File: src/rtl/cmdq_pkg.sv
package cmdq_pkg;

    typedef enum logic [1:0] {
        PH_IDLE = 2'd0,
        PH_PAY  = 2'd1,
        PH_HDR  = 2'd2,
        PH_FIN  = 2'd3
    } phase_e;

    localparam logic [7:0] CFG_SHORT = 8'h00;
    localparam logic [7:0] CFG_LONG  = 8'h02;
    localparam int         OFF_SHORT = 2;
    localparam int         OFF_LONG  = 4;
    localparam int         SHORT_MAX = 2;
    localparam int         LANES     = 4;

endpackage

File: src/rtl/cmdq_lane_place.sv
module cmdq_lane_place #(
    parameter int POS_W  = 5,
    parameter int ADDR_W = 3
) (
    input  logic [POS_W-1:0]  pos_i,
    input  logic [7:0]        byte_i,
    output logic [ADDR_W-1:0] addr_o,
    output logic [3:0]        be_o,
    output logic [31:0]       data_o
);
    // word index is the byte position divided by the lane count
    assign addr_o = ADDR_W'(pos_i >> 2);

    for (genvar l = 0; l < cmdq_pkg::LANES; l++) begin : g_lane
        assign be_o[l]           = (pos_i[1:0] == 2'(l));
        assign data_o[8*l +: 8]  = (pos_i[1:0] == 2'(l)) ? byte_i : 8'h00;
    end
endmodule

File: src/rtl/cmdq_header_fmt.sv
module cmdq_header_fmt #(
    parameter int LEN_W  = 5,
    parameter int SIZE_W = 6
) (
    input  logic [7:0]        type_i,
    input  logic [LEN_W-1:0]  len_i,
    output logic              is_long_o,
    output logic [31:0]       word_o,
    output logic [3:0]        be_o,
    output logic [SIZE_W-1:0] size_o
);
    import cmdq_pkg::*;

    always_comb begin
        is_long_o = (int'(len_i) > SHORT_MAX);
        if (is_long_o) begin
            word_o = {16'(len_i), type_i, CFG_LONG};
            be_o   = 4'hF;
            size_o = SIZE_W'(1 + ((int'(len_i) + 3) >> 2));
        end else begin
            word_o = {16'h0000, type_i, CFG_SHORT};
            be_o   = 4'h3;
            size_o = SIZE_W'(1);
        end
    end
endmodule

File: src/rtl/cmdq_packer.sv
module cmdq_packer #(
    parameter int MAX_LEN = 16,
    parameter int LEN_W   = 5,
    parameter int SIZE_W  = 6,
    parameter int ADDR_W  = $clog2(1 + (MAX_LEN + 3) / 4)
) (
    input  logic              clk_i,
    input  logic              rst_ni,
    input  logic              start_i,
    input  logic [7:0]        type_i,
    input  logic [LEN_W-1:0]  len_i,
    input  logic              byte_valid_i,
    input  logic [7:0]        byte_i,
    output logic              byte_ready_o,
    output logic              wr_en_o,
    output logic [ADDR_W-1:0] wr_addr_o,
    output logic [31:0]       wr_data_o,
    output logic [3:0]        wr_be_o,
    output logic              done_o,
    output logic [SIZE_W-1:0] size_o
);
    import cmdq_pkg::*;

    localparam int POS_W     = $clog2(MAX_LEN + OFF_LONG);
    localparam int MAX_WORDS = 1 + (MAX_LEN + 3) / 4;

    typedef struct packed {
        phase_e            phase;
        logic [7:0]        ty;
        logic [LEN_W-1:0]  len;
        logic [LEN_W-1:0]  idx;
        logic              wr_en;
        logic [ADDR_W-1:0] addr;
        logic [31:0]       data;
        logic [3:0]        be;
        logic              done;
        logic [SIZE_W-1:0] size;
    } st_t;

    st_t st_d, st_q;

    logic [LEN_W-1:0]  len_clamp;
    logic              hdr_long;
    logic [31:0]       hdr_word;
    logic [3:0]        hdr_be;
    logic [SIZE_W-1:0] hdr_size;
    logic [POS_W-1:0]  pay_pos;
    logic [ADDR_W-1:0] pay_addr;
    logic [3:0]        pay_be;
    logic [31:0]       pay_data;

    assign len_clamp = (int'(len_i) > MAX_LEN) ? LEN_W'(MAX_LEN) : len_i;

    cmdq_header_fmt #(.LEN_W(LEN_W), .SIZE_W(SIZE_W)) u_hdr (
        .type_i    (st_q.ty),
        .len_i     (st_q.len),
        .is_long_o (hdr_long),
        .word_o    (hdr_word),
        .be_o      (hdr_be),
        .size_o    (hdr_size)
    );

    assign pay_pos = (hdr_long ? POS_W'(OFF_LONG) : POS_W'(OFF_SHORT)) + POS_W'(st_q.idx);

    cmdq_lane_place #(.POS_W(POS_W), .ADDR_W(ADDR_W)) u_place (
        .pos_i  (pay_pos),
        .byte_i (byte_i),
        .addr_o (pay_addr),
        .be_o   (pay_be),
        .data_o (pay_data)
    );

    always_comb begin
        st_d       = st_q;
        st_d.wr_en = 1'b0;
        st_d.done  = 1'b0;
        unique case (st_q.phase)
            PH_IDLE: begin
                if (start_i) begin
                    st_d.ty    = type_i;
                    st_d.len   = len_clamp;
                    st_d.idx   = '0;
                    st_d.phase = (len_clamp != '0) ? PH_PAY : PH_HDR;
                end
            end
            PH_PAY: begin
                if (byte_valid_i) begin
                    st_d.wr_en = 1'b1;
                    st_d.addr  = pay_addr;
                    st_d.be    = pay_be;
                    st_d.data  = pay_data;
                    st_d.idx   = st_q.idx + LEN_W'(1);
                    if (st_q.idx + LEN_W'(1) == st_q.len) st_d.phase = PH_HDR;
                end
            end
            PH_HDR: begin
                st_d.wr_en = 1'b1;
                st_d.addr  = '0;
                st_d.be    = hdr_be;
                st_d.data  = hdr_word;
                st_d.phase = PH_FIN;
            end
            PH_FIN: begin
                st_d.done  = 1'b1;
                st_d.size  = hdr_size;
                st_d.phase = PH_IDLE;
            end
            default: st_d.phase = PH_IDLE;
        endcase
    end

    always_ff @(posedge clk_i or negedge rst_ni) begin
        if (!rst_ni) st_q <= '0;
        else         st_q <= st_d;
    end

    assign byte_ready_o = (st_q.phase == PH_PAY);
    assign wr_en_o      = st_q.wr_en;
    assign wr_addr_o    = st_q.addr;
    assign wr_data_o    = st_q.data;
    assign wr_be_o      = st_q.be;
    assign done_o       = st_q.done;
    assign size_o       = st_q.size;

    // an accepted byte becomes one single-lane write next cycle
    a_r6_accept_writes: assert property (@(posedge clk_i) disable iff (!rst_ni)
        (byte_ready_o && byte_valid_i) |=> (wr_en_o && $countones(wr_be_o) == 1));

    // an idle handshake cycle produces no write
    a_r11_stall_no_write: assert property (@(posedge clk_i) disable iff (!rst_ni)
        (byte_ready_o && !byte_valid_i) |=> !wr_en_o);

    // done follows a header write at word 0 with a legal mask
    a_r7_header_before_done: assert property (@(posedge clk_i) disable iff (!rst_ni)
        $rose(done_o) |-> ($past(wr_en_o) && $past(wr_addr_o) == '0 &&
                           ($past(wr_be_o) == 4'hF || $past(wr_be_o) == 4'h3)));

    // done lasts a single cycle
    a_r7_done_single: assert property (@(posedge clk_i) disable iff (!rst_ni)
        done_o |=> !done_o);

    // reported size is within the queue
    a_r8_size_range: assert property (@(posedge clk_i) disable iff (!rst_ni)
        done_o |-> (size_o >= SIZE_W'(1) && int'(size_o) <= MAX_WORDS));

    // every write enables at least one lane
    a_r4_be_nonzero: assert property (@(posedge clk_i) disable iff (!rst_ni)
        wr_en_o |-> (wr_be_o != 4'h0));
endmodule

File: config.mk
export PLATFORM = sky130hd
export DESIGN_NAME = cmdq_packer
export DESIGN_NICKNAME = d
export VERILOG_FILES = /design/src/rtl/cmdq_pkg.sv /design/src/rtl/cmdq_lane_place.sv /design/src/rtl/cmdq_header_fmt.sv /design/src/rtl/cmdq_packer.sv
export SDC_FILE = /design/constraint.sdc
export NUM_CORES = 1
export LEC_CHECK = 0
export BUFFER_PORTS_ARGS = -buffer_cell sky130_fd_sc_hd__clkbuf_2
export CAP_MARGIN = 5
export CELL_PAD_IN_SITES_DETAIL_PLACEMENT = 0
export CELL_PAD_IN_SITES_GLOBAL_PLACEMENT = 2
export CORE_ASPECT_RATIO = 0.7
export CORE_MARGIN = 2
export CORE_UTILIZATION = 34
export DETAILED_ROUTE_END_ITERATION = 8
export GPL_TIMING_DRIVEN = 1
export PLACE_DENSITY = 0.9
export SETUP_SLACK_MARGIN = 0.1
export SLEW_MARGIN = 20
export SYNTH_ARGS = -nofsm -noshare
export SYNTH_HDL_FRONTEND = slang
export SYNTH_SLANG_ARGS = --single-unit
File: constraint.sdc
create_clock -name clk_i -period 2.2 [get_ports clk_i]
set_input_delay 0.11 -clock clk_i [delete_from_list [all_inputs] [get_ports clk_i]]
set_output_delay 0.11 -clock clk_i [all_outputs]
set_load 0.02 [all_outputs]
Word level (Yosys, flattened, before mapping) --
Index checks and enable logic that the tools add are counted.
Operators by class: add/sub/neg operators 4, multipliers 0, div/mod/pow operators 0, $lt $le $gt $ge 2, equal/unequal tests 10, shift operators 0, mux-type cells 18, bitwise gates (word level) 0, reductions and logical operators 9
Operators with widths (count):
- 40-bit case mux with 2 select lines | 1
- 45-bit 2-to-1 mux | 1
- 8-bit 2-to-1 mux | 4
- 21-bit 2-to-1 mux | 1
- 20-bit 2-to-1 mux | 1
- 5-bit case mux with 2 select lines | 1
- 2-bit == test, second input constant | 4
- 2-bit case mux with 4 select lines | 1
- 7-bit 2-to-1 mux | 1
- 1-bit by 6-bit adder with 6-bit output, first input constant | 1
- 5-bit by 2-bit adder with 6-bit output, second input constant | 1
- 2-bit 2-to-1 mux | 3
- 6-bit 2-to-1 mux | 1
- 3-bit AND reduction | 2
- 3-bit by 5-bit adder with 5-bit output | 1
- 5-bit by 1-bit adder with 5-bit output, second input constant | 1
- 5-bit == test | 1
- 5-bit by 2-bit > comparator with 1-bit output, second input constant | 1
- 5-bit > comparator, second input constant | 1
- 5-bit 2-to-1 mux | 1
- 5-bit nonzero test | 1
- 2-bit by 1-bit == test with 1-bit output, second input constant | 2
- 2-bit logical NOT | 2
- 4-bit 2-to-1 mux | 1
- other kinds (5) | 8
Word-level totals: register bits 67, latch bits 0, memory bits (writable) 0, ROM bits 0, output and inout bits 48, word-level logic and storage cells 53, memories kept 0

Logic depth before layout (Yosys ltp) --
depth in word-level cells 7, mapped depth 10, mapped depth without buffers 9

By module --
Synthesis repeated with hierarchy kept, for this count alone.
Second synthesis, totals: cells, all modules 463, area, all modules 4351.7 um^2
Modules (own cells, without submodules):
- cmdq_packer | instances 1, cells each 354, area an instance 3555.9 um^2, seq. area each 1676.6 um^2
- cmdq_header_fmt | instances 1, cells each 64, area an instance 470.5 um^2, seq. area each 0.0 um^2
- cmdq_lane_place | instances 1, cells each 45, area an instance 325.3 um^2, seq. area each 0.0 um^2

Least setup slack after synthesis --
No wires, ideal clock.
kind register to register, from register st_q[66] (netlist name), to register st_q, in the netlist wr_data_o[13], setup time 0.127 ns, arrival 1.790 ns, slack 0.283 ns, cell stages (with the launch flop) 10, buffers on the path 3, clock period less this slack 1.917 ns, cells stage by stage dfrtp_1 > inv_1 > ha_1 > buf_2 > and2_0 > buf_2 > a21oi_2 > buf_4 > a222oi_1 > inv_1
Between the ends: word-level cells in the longest chain between the ends 3, elaborated cells between the ends (all ways) 6
Ends and longest elaborated chain:
- start, declared | line cmdq_packer.sv:40 | st_t st_d, st_q;
- start signal, assigned | line cmdq_packer.sv:114 | else st_q <= st_d;
- 2-bit by 1-bit == test with 1-bit output (*)
- named net byte_ready_o | line cmdq_packer.sv:14 | output logic byte_ready_o,
- 2-bit != test (no line) or 2-bit nonzero test (tied branches)
- 2-bit AND reduction (no line)
The timed path passes the listed nets; every way through them passes the cells marked *. A chain may end at the register's enable or synchronous reset.

Final worst setup path --
from register st_q[48] (netlist name), to register st_q[65] (netlist name)
Between the ends: word-level cells in the longest chain between the ends 4
Ends and longest elaborated chain:
- 5-bit by 1-bit adder with 5-bit output | line cmdq_packer.sv:93 | if (st_q.idx + LEN_W'(1) == st_q.len) st_d.phase = PH_HDR;
- 5-bit == test | line cmdq_packer.sv:93
- 2-bit by 1-bit != test with 1-bit output (no line)
- 3-bit AND reduction (no line)
Every way passes these cells.

==> insert_results.sql <==
INSERT INTO impl_metrics (metric_group, metric, value, unit) VALUES
('setup_path', 'worstPathCellList', 'ha_2 -> o21ba_2 -> a221oi_2 -> o211ai_1 -> a21oi_2 -> mux2_2', ''),
('clock_tree', 'clock_latency_late_sink', '0.33', 'ns'),
('route', 'post_drt_via_cell_ratio', '5.048', ''),
('worst_hold_path', 'sink_of_the_worst_hold_path', 'st_q[58]', ''),
('clock_tree', 'clk_path_buf_depth', '2', ''),
('clock_tree', 'clock_sink_count', '66', ''),
('clock_tree', 'clock_tree_from_tritoncts', 'done', ''),
('power_and_ir_drop', 'clkPwrFrac', '25.4', '%'),
('layout', 'flow.area_growth_from_synthesis', '17.00', '%'),
('layout', 'design.final.nets', '427', ''),
('grt', 'grt.overflow.total', '0', ''),
('logic_synthesis', 'syn_area_per_cell', '9.953', 'um^2'),
('floorplanning', 'die_area', '11150', 'um^2'),
('floorplanning', 'fp.coreArea', '9872', 'um^2'),
('sta', 'setup_viol', '0', ''),
('power_and_ir_drop', 'p_seq_share', '33.3', '%'),
('layout', 'layout.cells.most_common', 'sky130_fd_sc_hd__clkbuf_2', ''),
('grt', 'pin_count_of_the_biggest_net_entering_global_routing', '32', ''),
('logic_synthesis', 'ys_async_sr_fraction', '100.0', '%'),
('setup_path', 'cpLargestDelayFamily', 'compound AO/OA/AOI/OAI gates', ''),
('power_and_ir_drop', 'power.switching_fraction', '39.19', '%'),
('setup_path', 'start_kind', 'register', ''),
('flow_run', 'cap_viol_max_count', '0', ''),
('worst_hold_path', 'hp-start', 'type_i[1]', ''),
('setup_path', 'critical_path_required', '2.42', 'ns'),
('setup_path', 'rr_startpoint', 'st_q[48]', ''),
('sta', 'tns', '0', 'ns'),
('worst_hold_path', 'timing.hold.worst.class', 'in -> reg', ''),
('power_and_ir_drop', 'power.net_switching', '2.183', 'mW'),
('grt', 'number_of_global_route_vias_before_repair', '2677', ''),
('setup_path', 'reg2reg_depth', '6', ''),
('setup_path', 'slowest_delay', '0.45', 'ns'),
('logic_synthesis', 'synth_enable_flop_cells', '0', ''),
('sta', 'final.setup.worst_slack', '0.2217', 'ns'),
('route', 'route.detailed.drc', '0', ''),
('placement', 'port_buffers', '71', ''),
('power_and_ir_drop', 'internal_power', '3.387', 'mW'),
('power_and_ir_drop', 'peak_ir_drop_on_the_vdd_network', '0.6248', 'mV'),
('layout', 'insertedDiodeCount', '0', ''),
('run_status', 'run_status', 'completed', ''),
('grt', 'antenna_found_initial', '0', ''),
('sta', 'final_min_period_over_clock_period', '89.92', '%'),
('clock_tree', 'cts_buffers', '9', ''),
('logic_synthesis', 'synth-warning-count', '0', ''),
('logic_synthesis', 'synth.yosys.seq_area_share', '47.14', '%'),
('layout', 'share_of_the_core_filled_with_cells', '41.52', '%'),
('clock_tree', 'cts_root_buf', 'sky130_fd_sc_hd__clkbuf_16', ''),
('logic_synthesis', 'ys_dominant_reg_cell', 'sky130_fd_sc_hd__dfrtp_1', ''),
('grt', 'global_route_wire_length_before_repair', '14.30', 'mm'),
('setup_path', 'critical_path_peak_fanout', '7', ''),
('sta', 'final_period_minus_worst_setup_slack', '1.978', 'ns'),
('floorplanning', 'dieHeight', '88.93', 'um'),
('setup_path', 'number_of_buffer_and_inverter_instances_along_the_worst_setup_path', '0', ''),
('layout', 'final.fill_count', '980', ''),
('sta', 'max_clock_freq', '505.5', 'MHz'),
('route', 'final_antenna_net_count', '0', ''),
('sta', 'number_of_slew_limit_violations_in_the_final_report', '0', ''),
('placement', 'hpwlAfterDp', '6.563', 'mm'),
('floorplanning', 'die_width', '125.3', 'um'),
('floorplanning', 'floorplan.initialDensity', '35.49', '%'),
('power_and_ir_drop', 'cellLeakagePower', '1.958', 'nW'),
('layout', 'drive_above_1_share', '33.00', '%'),
('power_and_ir_drop', 'comb_power_share', '41.2', '%'),
('clock_tree', 'cts.clk_slew.worst_paths', '0.05', 'ns'),
('clock_tree', 'ctsHtreeMaxLevel', '3', ''),
('route', 'detail_route.wl_per_cell', '16.77', 'um'),
('power_and_ir_drop', 'total_power', '5.569', 'mW'),
('setup_path', 'critical_path_arrival', '2.19', 'ns'),
('logic_synthesis', 'syn_inst', '352', ''),
('sta', 'worst_pin_slew', '0.5631', 'ns'),
('route', 'dr.pass1.iters', '5', '');
==> area by class of cell <==
class                           count  area share [%]
Tap cell                          128           3.907
Sequential cell                    66           40.38
Clock inverter                      5           1.343
Inverter                           14           1.282
Clock buffer                       10           5.830
Multi-Input combinational cell    208           33.58
Timing Repair Buffer               94           13.68
==> cell usage after synthesis (6+ instances only) <==
master / n / share of area, %
sky130_fd_sc_hd__a21oi_1: 10 / 1.4
sky130_fd_sc_hd__a22oi_1: 8 / 1.7
sky130_fd_sc_hd__buf_2: 11 / 1.6
sky130_fd_sc_hd__buf_4: 49 / 10
sky130_fd_sc_hd__dfrtp_1: 66 / 47
sky130_fd_sc_hd__ha_1: 8 / 2.9
sky130_fd_sc_hd__inv_1: 14 / 1.5
sky130_fd_sc_hd__mux2_2: 11 / 3.5
sky130_fd_sc_hd__nand2_1: 41 / 4.4
sky130_fd_sc_hd__nand2b_1: 6 / 1.1
sky130_fd_sc_hd__nand3_1: 7 / 1.0
sky130_fd_sc_hd__nor2_1: 8 / 0.86
sky130_fd_sc_hd__nor2b_1: 6 / 1.1
sky130_fd_sc_hd__nor3_1: 8 / 1.1
sky130_fd_sc_hd__o21ai_0: 33 / 4.7
sky130_fd_sc_hd__xnor2_1: 6 / 1.5
==> repair_timing <==
action / CTS / global route
endpoints found under the setup margin: 1 / 8
hold endpoints to repair: 24 / 0
setup buffers: 0 / 0
resized for setup: 1 / 6
hold buffers: 3 / 0
pin swaps: 0 / 0
==> flip-flops by register name, indices dropped and copies added, names as in the netlist <==
register and flops:
size_o 5, st_q 20, wr_en_o 1, done_o 1
wr_be_o 4, wr_addr_o 3, wr_data_o 32
==> per-stage QoR <==
stage | hold WS, ns | cell area [um^2]
3_3_place_gp | 0.1287 | 3756
6_report | 0.01260 | 4099
4_1_cts | 0.003512 | 4083
5_1_grt | 0.01640 | 4099
3_5_place_dp | 0.1295 | 3756
2_1_floorplan | -0.1856 | 3503
==> how the worst max path moves through the flow <==
| stage | cells past startpoint | end |
|---|---|---|
| 6_report | 6 | st_q[65] |
| 5_1_grt | 9 | size_o[2] |
| 4_1_cts | 8 | size_o[2] |
| 3_5_place_dp | 9 | size_o[2] |
| 3_3_place_gp | 9 | size_o[2] |
| 2_1_floorplan | 9 | wr_data_o[13] |
==> cell families after synthesis <==
| family | after synthesis | share of synthesized area [%] |
|---|---|---|
| and+or+nand+nor | 92 | 12.82 |
| adders and majority gates | 9 | 3.429 |
| other | 1 | 0.1070 |
| buffers and inverters | 78 | 14.00 |
| muxes | 13 | 4.107 |
| DFF | 66 | 47.14 |
| AOI/OAI and AO/OA | 84 | 16.14 |
| xor gates and xnor gates | 9 | 2.250 |
==> power groups by stage <==
stage	combinational [mW]	clock, mW	sequential [mW]
6_report	2.30	1.42	1.86
3_5_place_dp	2.27	0	1.87
2_1_floorplan	1.85	0	1.79
3_3_place_gp	2.23	0	1.86
5_1_grt	2.51	1.50	1.92
4_1_cts	2.29	1.45	1.85
==> routing by layer <==
layer	track usage, %	vias up	wire length, um
met4	5.455	0	114
met2	25.69	86	3767
met1	22.97	1287	4225
met3	5.027	11	696
li1	-	1266	-
met5	0	-	0
(Power assumes the default switching activity.)
